[src/rtl/msi_ring_pkg.sv]
// Shared register offsets, control-bit positions and the control field type
// for the MSI ring logger.
package msi_ring_pkg;

    localparam int REG_AW = 3;

    // Word offsets on the register bus.
    localparam logic [REG_AW-1:0] REG_CTRL    = 3'd0;
    localparam logic [REG_AW-1:0] REG_BASE_HI = 3'd3;
    localparam logic [REG_AW-1:0] REG_BASE_LO = 3'd4;
    localparam logic [REG_AW-1:0] REG_RD_OFS  = 3'd5;
    localparam logic [REG_AW-1:0] REG_WR_OFS  = 3'd6;

    // Bit positions in the control word.
    localparam int CB_EN      = 0;
    localparam int CB_FULLDET = 1;
    localparam int CB_IRQEN   = 3;
    localparam int CB_STOP    = 4;
    localparam int CB_SIZE    = 8;
    localparam int CB_OVF     = 31;

    typedef struct packed {
        logic [1:0] size;
        logic       stop;
        logic       irq_en;
        logic       full_det;
        logic       en;
    } ctrl_t;

endpackage

[src/rtl/msi_ring_regs.sv]
// Register file of the MSI ring logger: control, base address, read offset and
// the sticky overflow flag, plus the readback mux and the host interrupt.
// Assumes: the write offset comes from the writer already masked to the size.
module msi_ring_regs
    import msi_ring_pkg::*;
#(
    parameter int OFS_W       = 18,
    parameter int MIN_SHIFT   = 15,
    parameter int ENTRY_SHIFT = 4
) (
    input  logic              clk,
    input  logic              rst_n,
    input  logic              reg_we,
    input  logic [REG_AW-1:0] reg_addr,
    input  logic [31:0]       reg_wdata,
    output logic [31:0]       reg_rdata,
    input  logic [OFS_W-1:0]  wofs_eff,
    input  logic              ovf_set,
    output ctrl_t             ctrl_q,
    output logic [63:0]       base_q,
    output logic [OFS_W-1:0]  ofs_mask,
    output logic [OFS_W-1:0]  rofs_eff,
    output logic              irq_out
);
    localparam logic [OFS_W-1:0] ALIGN_CLR = ~OFS_W'((1 << ENTRY_SHIFT) - 1);

    logic [31:0]      base_hi_q, base_lo_q;
    logic [OFS_W-1:0] rofs_q;
    logic             ovf_q;
    logic [OFS_W:0]   span;
    logic [31:0]      ctrl_word;

    // Offset mask from the size code: (size - 1) with the entry bits cleared.
    always_comb begin
        span     = (OFS_W+1)'(1) << (MIN_SHIFT + int'(ctrl_q.size));
        ofs_mask = OFS_W'(span - 1'b1) & ALIGN_CLR;
    end

    assign rofs_eff = rofs_q & ofs_mask;
    assign base_q   = {base_hi_q, base_lo_q};

    // Software-visible register state updates.
    always_ff @(posedge clk) begin
        if (!rst_n) begin
            ctrl_q    <= '0;
            base_hi_q <= '0;
            base_lo_q <= '0;
            rofs_q    <= '0;
        end else if (reg_we) begin
            case (reg_addr)
                REG_CTRL: begin
                    ctrl_q.en       <= reg_wdata[CB_EN];
                    ctrl_q.full_det <= reg_wdata[CB_FULLDET];
                    ctrl_q.irq_en   <= reg_wdata[CB_IRQEN];
                    ctrl_q.stop     <= reg_wdata[CB_STOP];
                    ctrl_q.size     <= reg_wdata[CB_SIZE+1:CB_SIZE];
                end
                REG_BASE_HI: base_hi_q <= reg_wdata;
                REG_BASE_LO: base_lo_q <= reg_wdata;
                REG_RD_OFS:  rofs_q    <= reg_wdata[OFS_W-1:0] & ofs_mask;
                default: ;
            endcase
        end
    end

    // Sticky overflow flag: a set event wins over a software clear.
    always_ff @(posedge clk) begin
        if (!rst_n)
            ovf_q <= 1'b0;
        else if (ovf_set)
            ovf_q <= 1'b1;
        else if (reg_we && reg_addr == REG_CTRL && reg_wdata[CB_OVF])
            ovf_q <= 1'b0;
    end

    // Assemble the control word for readback.
    always_comb begin
        ctrl_word                      = '0;
        ctrl_word[CB_EN]               = ctrl_q.en;
        ctrl_word[CB_FULLDET]          = ctrl_q.full_det;
        ctrl_word[CB_IRQEN]            = ctrl_q.irq_en;
        ctrl_word[CB_STOP]             = ctrl_q.stop;
        ctrl_word[CB_SIZE+1:CB_SIZE]   = ctrl_q.size;
        ctrl_word[CB_OVF]              = ovf_q;
    end

    // Readback mux; unmapped words read zero.
    always_comb begin
        case (reg_addr)
            REG_CTRL:    reg_rdata = ctrl_word;
            REG_BASE_HI: reg_rdata = base_hi_q;
            REG_BASE_LO: reg_rdata = base_lo_q;
            REG_RD_OFS:  reg_rdata = {{(32-OFS_W){1'b0}}, rofs_eff};
            REG_WR_OFS:  reg_rdata = {{(32-OFS_W){1'b0}}, wofs_eff};
            default:     reg_rdata = '0;
        endcase
    end

    // Host interrupt: pending records while enabled.
    assign irq_out = ctrl_q.en && ctrl_q.irq_en && (rofs_eff != wofs_eff);

endmodule

[src/rtl/msi_ring_writer.sv]
// Record writer of the MSI ring logger: takes MSI words, applies the enable and
// full policy, issues one 128-bit record write at a time and advances the write
// offset when that write completes.
// Assumes: the memory side holds mem_ready meaning only while mem_valid is high.
module msi_ring_writer
    import msi_ring_pkg::*;
#(
    parameter int OFS_W       = 18,
    parameter int DATA_W      = 32,
    parameter int REC_W       = 128,
    parameter int ENTRY_SHIFT = 4
) (
    input  logic              clk,
    input  logic              rst_n,
    input  logic              msi_valid,
    output logic              msi_ready,
    input  logic [DATA_W-1:0] msi_data,
    output logic              mem_valid,
    input  logic              mem_ready,
    output logic [63:0]       mem_addr,
    output logic [REC_W-1:0]  mem_data,
    input  ctrl_t             ctrl_q,
    input  logic [63:0]       base_q,
    input  logic [OFS_W-1:0]  ofs_mask,
    input  logic [OFS_W-1:0]  rofs_eff,
    output logic [OFS_W-1:0]  wofs_eff,
    output logic              ovf_set
);
    localparam logic [OFS_W-1:0] STEP = OFS_W'(1 << ENTRY_SHIFT);

    logic              busy_q;
    logic [OFS_W-1:0]  wofs_q;
    logic [63:0]       addr_q;
    logic [DATA_W-1:0] data_q;
    logic [OFS_W-1:0]  next_slot;
    logic              take, full, commit, done;

    assign wofs_eff  = wofs_q & ofs_mask;
    assign next_slot = (wofs_eff + STEP) & ofs_mask;
    assign full      = (next_slot == rofs_eff);
    assign msi_ready = !busy_q;
    assign take      = msi_valid && !busy_q;
    assign commit    = take && ctrl_q.en && !(full && ctrl_q.stop);
    assign done      = busy_q && mem_ready;
    assign ovf_set   = take && ctrl_q.en && ctrl_q.full_det && full;

    assign mem_valid = busy_q;
    assign mem_addr  = addr_q;
    assign mem_data  = {{(REC_W-DATA_W){1'b0}}, data_q};

    // Capture a record on commit; retire it and step the offset on handshake.
    always_ff @(posedge clk) begin
        if (!rst_n) begin
            busy_q <= 1'b0;
            wofs_q <= '0;
            addr_q <= '0;
            data_q <= '0;
        end else if (commit) begin
            busy_q <= 1'b1;
            addr_q <= base_q + 64'(wofs_eff);
            data_q <= msi_data;
        end else if (done) begin
            busy_q <= 1'b0;
            wofs_q <= next_slot;
        end
    end

endmodule

[src/rtl/msi_ring_ctrl.sv]
// Top of the MSI ring logger: joins the register file and the record writer.
// Assumes: a single clock domain, a 64-bit memory address space and a
// word-addressed register bus with combinational reads.
module msi_ring_ctrl
    import msi_ring_pkg::*;
#(
    parameter int OFS_W       = 18,
    parameter int MIN_SHIFT   = 15,
    parameter int ENTRY_SHIFT = 4,
    parameter int DATA_W      = 32,
    parameter int REC_W       = 128
) (
    input  logic              clk,
    input  logic              rst_n,
    input  logic              reg_we,
    input  logic [REG_AW-1:0] reg_addr,
    input  logic [31:0]       reg_wdata,
    output logic [31:0]       reg_rdata,
    input  logic              msi_valid,
    output logic              msi_ready,
    input  logic [DATA_W-1:0] msi_data,
    output logic              mem_valid,
    input  logic              mem_ready,
    output logic [63:0]       mem_addr,
    output logic [REC_W-1:0]  mem_data,
    output logic              irq_out
);
    ctrl_t            ctrl_q;
    logic [63:0]      base_q;
    logic [OFS_W-1:0] ofs_mask, rofs_eff, wofs_eff;
    logic             ovf_set;

    msi_ring_regs #(
        .OFS_W(OFS_W), .MIN_SHIFT(MIN_SHIFT), .ENTRY_SHIFT(ENTRY_SHIFT)
    ) u_regs (
        .clk(clk), .rst_n(rst_n),
        .reg_we(reg_we), .reg_addr(reg_addr), .reg_wdata(reg_wdata),
        .reg_rdata(reg_rdata), .wofs_eff(wofs_eff), .ovf_set(ovf_set),
        .ctrl_q(ctrl_q), .base_q(base_q), .ofs_mask(ofs_mask),
        .rofs_eff(rofs_eff), .irq_out(irq_out)
    );

    msi_ring_writer #(
        .OFS_W(OFS_W), .DATA_W(DATA_W), .REC_W(REC_W), .ENTRY_SHIFT(ENTRY_SHIFT)
    ) u_writer (
        .clk(clk), .rst_n(rst_n),
        .msi_valid(msi_valid), .msi_ready(msi_ready), .msi_data(msi_data),
        .mem_valid(mem_valid), .mem_ready(mem_ready),
        .mem_addr(mem_addr), .mem_data(mem_data),
        .ctrl_q(ctrl_q), .base_q(base_q), .ofs_mask(ofs_mask),
        .rofs_eff(rofs_eff), .wofs_eff(wofs_eff), .ovf_set(ovf_set)
    );

endmodule

[config.mk]
export PLATFORM = sky130hd
export DESIGN_NAME = msi_ring_ctrl
export DESIGN_NICKNAME = d
export VERILOG_FILES = /design/src/rtl/msi_ring_pkg.sv /design/src/rtl/msi_ring_regs.sv /design/src/rtl/msi_ring_writer.sv /design/src/rtl/msi_ring_ctrl.sv
export SDC_FILE = /design/constraint.sdc
export NUM_CORES = 1
export LEC_CHECK = 0
export ABC_CLOCK_PERIOD_IN_PS = 4059
export BUFFER_PORTS_ARGS = -buffer_cell sky130_fd_sc_hd__clkbuf_2
export CELL_PAD_IN_SITES_DETAIL_PLACEMENT = 1
export CELL_PAD_IN_SITES_GLOBAL_PLACEMENT = 2
export CORE_MARGIN = 2
export CORE_UTILIZATION = 30
export CTS_CLUSTER_DIAMETER = 150
export CTS_CLUSTER_SIZE = 14
export DETAILED_ROUTE_END_ITERATION = 8
export PLACE_DENSITY_LB_ADDON = 0.1
export SLEW_MARGIN = 30
export SYNTH_ARGS = -nofsm -noshare
export SYNTH_HDL_FRONTEND = slang
export SYNTH_SLANG_ARGS = --single-unit
[constraint.sdc]
create_clock -name clk -period 4.06 [get_ports clk]
set_input_delay 0.203 -clock clk [delete_from_list [all_inputs] [get_ports clk]]
set_output_delay 0.203 -clock clk [all_outputs]
set_load 0.01 [all_outputs]
=== After elaboration in Yosys (flattened, before gate mapping) ===
Index checks and enable logic that the tools add are counted.

* Shift-type cells: 1
* Reductions and logical operators: 21
* $add $sub $neg: 4
* Bitwise gates (word level): 5
* Equal/unequal tests: 6
* Muxes and demuxes: 5

{| class="wikitable"
|+ Operators by type and width
! operator !! count
|-
| $pmux 32 s5 || 1
|-
| $and 18x18->18 || 4
|-
| $add 64x18->64 || 1
|-
| $shl 1x32->18 const A || 1
|-
| $add 18x5->18 const B || 1
|-
| $eq 18x18->1 || 1
|-
| $ne 18x18->1 || 1
|-
| $sub 18x1->18 const B || 1
|-
| $logic_and 1x1->1 || 11
|-
| $reduce_and 2->1 || 5
|-
| $eq 3x3->1 const B || 3
|-
| $add 4x2->5 const A || 1
|-
| $mux 1 || 4
|-
| $reduce_bool 2->1 || 2
|-
| $eq 3x2->1 const B || 1
|-
| $logic_not 3->1 || 1
|-
| $logic_not 1->1 || 2
|-
| $not 1->1 || 1
|}

* Register bits after elaboration: 204
* Output and inout bits: 227
* Logic and storage cells: 55

=== Logic depth before layout (Yosys ltp) ===
* Depth after elaboration: 12
* Gate-level depth with buffers: 16
* Mapped depth without buffers: 14

=== Modules after synthesis ===
From an unflattened synthesis, not the netlist that was laid out.

* Cells, all modules: 1,594
* Area, all modules: 12,633.4 um2

{| class="wikitable"
|+ By module, submodules not included
! module !! cells each !! area an instance (um2) !! instances
|-
| msi_ring_writer || 1,040 || 8,201.6 || 1
|-
| msi_ring_regs || 554 || 4,431.8 || 1
|}

=== Worst setup path after synthesis ===
Ideal clock, no wire load.

* Kind: reg2reg
* Start point: reg u_regs.ctrl_q[5] (netlist name)
* End point: reg u_writer.addr_q[48], in the netlist u_writer.mem_addr[48]
* Arrival time: 3,629 ps
* Data required time: 3,979 ps
* Setup time: 81 ps
* Path slack: 350 ps
* Stages on the path, launching flop included: 17
* Clock period less this slack: 3,710 ps
* Cell sequence: dfxtp_1 > clkbuf_1 > or2_2 > inv_1 > ha_1 > buf_2 > clkbuf_1 > nor2b_1 > ha_1 > a21o_1 > a21oi_1 > nor2b_1 > o211ai_1 > a2111oi_2 > nand4_1 > xor2_1 > a211oi_2

* Cells in the longest elaborated chain, start to end: 10

{| class="wikitable"
|+ Ends and longest elaborated chain
! what !! RTL line !! source
|-
| $add 4x2->5 * || msi_ring_regs.sv:35 || <nowiki>span = (OFS_W+1)'(1) << (MIN_SHIFT + int'(ctrl_q.size));</nowiki>
|-
| $shl 1x32->18 * || msi_ring_regs.sv:35 ||
|-
| $sub 18x1->18 * || msi_ring_regs.sv:36 || <nowiki>ofs_mask = OFS_W'(span - 1'b1) & ALIGN_CLR;</nowiki>
|-
| $and 18x18->18 || msi_ring_writer.sv:38 || <nowiki>assign wofs_eff = wofs_q & ofs_mask;</nowiki>
|-
| $add 18x5->18 || msi_ring_writer.sv:39 || <nowiki>assign next_slot = (wofs_eff + STEP) & ofs_mask;</nowiki>
|-
| $and 18x18->18 || msi_ring_writer.sv:39 ||
|-
| $eq 18x18->1 || msi_ring_writer.sv:40 || <nowiki>assign full = (next_slot == rofs_eff);</nowiki>
|-
| $logic_and 1x1->1 || msi_ring_writer.sv:43 || <nowiki>assign commit = take && ctrl_q.en && !(full && ctrl_q.stop);</nowiki>
|-
| $logic_not 1->1 || msi_ring_writer.sv:43 ||
|-
| $logic_and 1x1->1 || msi_ring_writer.sv:43 ||
|-
| to (signal assigned) || msi_ring_writer.sv:60 || <nowiki>addr_q <= base_q + 64'(wofs_eff);</nowiki>
|-
| to (decl) || msi_ring_writer.sv:33 || <nowiki>logic [63:0] addr_q;</nowiki>
|}

Mark *: on every way between the ends. The rest lies on a longest branch, timed or not.
A chain may end at the register's enable or synchronous reset.

=== Worst setup path in the final report ===
* Start point: reg u_regs.ctrl_q[4] (netlist name)
* End point: reg u_writer.addr_q[54], in the netlist u_writer.mem_addr[54]

* Cells in the longest elaborated chain, start to end: 10

{| class="wikitable"
|+ Ends and longest elaborated chain
! what !! RTL line
|-
| $add 4x2->5 * || msi_ring_regs.sv:35
|-
| $shl 1x32->18 * || msi_ring_regs.sv:35
|-
| $sub 18x1->18 * || msi_ring_regs.sv:36
|-
| $and 18x18->18 || msi_ring_writer.sv:38
|-
| $add 18x5->18 || msi_ring_writer.sv:39
|-
| $and 18x18->18 || msi_ring_writer.sv:39
|-
| $eq 18x18->1 || msi_ring_writer.sv:40
|-
| $logic_and 1x1->1 || msi_ring_writer.sv:43
|-
| $logic_not 1->1 || msi_ring_writer.sv:43
|-
| $logic_and 1x1->1 || msi_ring_writer.sv:43
|}

Marked as above.

==> results by group <==
Layout
  • Final non-filler cell total: 2,071
  • Area growth from synthesis to layout: 21.4%
  • Final core occ: 37.1%
  • Layout cells sized above 1: 20.0%
  • Multi-input gate area: between 6000 and 7000 sq um
  • FF/Latch Area: 3920 sq um
  • Final Net Count: roughly 1,700
  • Commonest non-fill, non-tap cell in the layout: nand2_1
  • Fill count: 4,345
  • Final Cell Area: 13,200 sq um
  • N_diodes: 0
  • Commonest non-fill, non-tap cells in the layout: 250 x nand2_1, 201 x clkbuf_2, 196 x dfxtp_1

Die
  • Starting Density: 30.6%
  • Die X: 195 microns
  • Die area: between 30,000 and 40,000 sq um
  • Total core area: approximately 36,000 sq um
  • Rows: between 60 and 70
  • IO Pins: 299
  • Chip Height: 195 microns

STA
  • RSZ-0062 raised after global routing: no
  • Post-layout minimum cycle time: ~3.7 ns
  • Slew Limit Fails: 0
  • Final Setup Violations: 0
  • Worst slew pin tran: 0.932 ns
  • Max_slew headroom: 37.9%
  • Final Hold Fails: 0
  • Final hold slack: approximately 0.0084 ns
  • PnR worst setup slack: 0.344 ns
  • Clock skew: about 0.014 ns
  • Post-route setup TNS: 0 ns
  • Fmax: 269 MHz
  • Final period util: between 90 and 100%

Place
  • Placed cell count: 1,987
  • Hpwl dp: between 30,000 and 40,000 microns
  • Buffers on Ports: 202
  • Cell Area, Placed: 12,100 sq um
  • Gp weighted congestion: 0.839
  • Dpl ws: 0.0817 ns

Pwr
  • Max IR drop VDD: 314 uV
  • Power Density: 309 nW/um^2
  • Final Power: between 4 and 5 mW
  • Pleak: ~5.2 nW

Outcome
  • Outcome: finished clean

Logic synthesis
  • Area leader, netlist: dfxtp_1
  • Yosys warns: 0
  • Sequential share of the synthesized area: between 30 and 40%
  • Synth cell types: 73
  • EDFF count, synth: 0
  • Top cells by area, synth: dfxtp_1 36%, nand2_1 8.6%, buf_4 6.8%
  • Main synth FF type: dfxtp_1
  • #FFs+latches synth: 196
  • Mapped Area: 10,900 sq um
  • Post-synth top area share: 36.0%
  • Synthesized area per cell: slightly below 8 sq um
  • Async SR Flop Fraction: 0%
  • Mapped Cells: ~1,400

Clock tree
  • Root buf cell: clkbuf_16
  • CTS tree: done
  • Reg clk slew, reported paths: ~0.080 ns
  • Clock sink count: 196
  • CTS HTree Levels: 4
  • Cts bufs inserted: 17
  • Clk buf depth: 2
  • Clock Latency Late Sink: 0.47 ns

Critical path
  • CP arrival: 4.10 ns
  • Worst setup SP type: register
  • Data required time of the critical path: 4.45 ns
  • Crit path capture type: register
  • Class of the most critical setup path: register to register
  • Largest fanout on the critical path: 10

Hold path
  • Hold Crit Class: input pin to register

Route
  • Routed wire length: between 40,000 and 50,000 microns
  • Routed Antenna Nets: 0
  • Vias post-DR: 10,200
  • # DRC: 0
  • DRT Pass-1 Iters: 5
  • Via-to-Cell Ratio: 4.94
  • 1st-iter DRT viols: 454
  • WL/cell: between 15 and 20 microns

GRT
  • Largest net degree at the start of global routing: 79
  • Initial antenna violation count: 0
  • Gr usage total: 21.7%
  • Number of global-route vias before repair: 10,000
  • First-pass GRT wire length: 62,900 microns
  • Remaining global-route overflow: 0

Flow run
  • Max Cap Viol: 0
==> where the power goes <==
part	internal, mW	switching [mW]	total, mW
Sequential	1.95	0.0308	1.98
Combinational	0.122	0.230	0.352
Clock	0.890	0.862	1.75
Total	2.96	1.12	4.08
==> worst max-delay path, stage by stage (launching register included) <==
cell and delay (ns):
dfxtp_1 0.31, or2_2 0.32, inv_1 0.18, ha_4 0.25, buf_4 0.18, and2b_1 0.24, ha_1 0.37, o21a_1 0.15
a41oi_1 0.14, a31oi_2 0.22, o211ai_1 0.15, a2111oi_2 0.38, buf_4 0.22, nand4_1 0.12, xor2_1 0.19, a211oi_2 0.21
==> layout make-up <==
type	instances	area share [%]
multi-input cells	1068	46.3
flip-flops and latches	196	29.7
repair buffers	301	14.9
well taps	461	4.36
clock buffers	19	3.43
clock inverters	12	0.937
inverters	14	0.416
==> worst paths after layout <==
kind / startpoint / end / slack [ns] / depth (start not counted)
worst min-delay path: reg_wdata[16] / u_regs.base_lo_q[16]$_SDFFE_PN0P_ / 0.008 / 3
worst max register to register: u_regs.ctrl_q[4]$_SDFFE_PN0P_ / u_writer.mem_addr[54]$_SDFFE_PN0P_ / 0.34 / 15
worst max-delay path: u_regs.ctrl_q[4]$_SDFFE_PN0P_ / u_writer.mem_addr[54]$_SDFFE_PN0P_ / 0.34 / 15
worst min register to register: u_writer.data_q[28]$_SDFFE_PN0P_ / u_writer.data_q[28]$_SDFFE_PN0P_ / 0.45 / 2
==> metal layers <==
layer  up-vias  wire length [microns]  GRT usage [%]
met5         -                      0              0
met4         0                    366           4.47
met3        18                   1540           3.11
met2       240                  19400           36.4
met1      4970                  20100           29.5
li1       5009                      -              -
==> cell families after synthesis <==
| family | after synthesis | share of synthesized area, % |
|---|---|---|
| DFF | 196 | 36.0 |
| AOI/OAI and AO/OA | 341 | 20.1 |
| other | 1 | 0.0344 |
| muxes | 20 | 1.84 |
| xor gates and xnor gates | 81 | 6.51 |
| buffers and inverters | 210 | 11.4 |
| and+or+nand+nor | 512 | 22.0 |
| adders and majority gates | 18 | 2.14 |
==> cells in the mapped netlist (3+ instances only) <==
cell type,count
nand2_1,251
dfxtp_1,196
a21oi_1,120
buf_4,99
o21ai_0,98
nor2_1,77
nand3_1,73
clkbuf_1,70
xnor2_1,46
xor2_1,35
a211oi_2,21
mux2i_1,20
a22oi_1,19
a22o_1,18
ha_1,17
and3_1,16
and2_1,14
inv_1,13
buf_2,12
nand4_1,12
nor3_1,12
nor2b_1,11
buf_6,8
nor4_1,8
o211ai_1,8
o2111ai_1,7
or2_2,7
a21o_1,6
a31oi_1,6
nand3b_1,6
a221o_1,5
buf_1,5
nor4_4,4
o21a_1,4
o21ai_1,4
a211oi_1,3
nand2b_1,3
==> registers in the layout, summed over array words and instances, names as in the netlist <==
| signal | flops |
|---|---|
| u_regs.ctrl_q | 6 |
| u_regs.rofs_q | 14 |
| u_regs.base_lo_q | 32 |
| u_writer.wofs_q | 14 |
| u_regs.ovf_q | 1 |
| u_writer.data_q | 32 |
| u_writer.mem_valid | 1 |
| u_regs.base_hi_q | 32 |
| u_writer.mem_addr | 64 |
==> repair_timing <==
action | in CTS | in global routing
hold endpoints to repair | 76 | 0
hold buffers | 53 | 0
setup buffers | 0 | 0
setup endpoints to repair | 0 | 11
gates resized for setup | 0 | 3
Power figures use the tool's default switching activity.
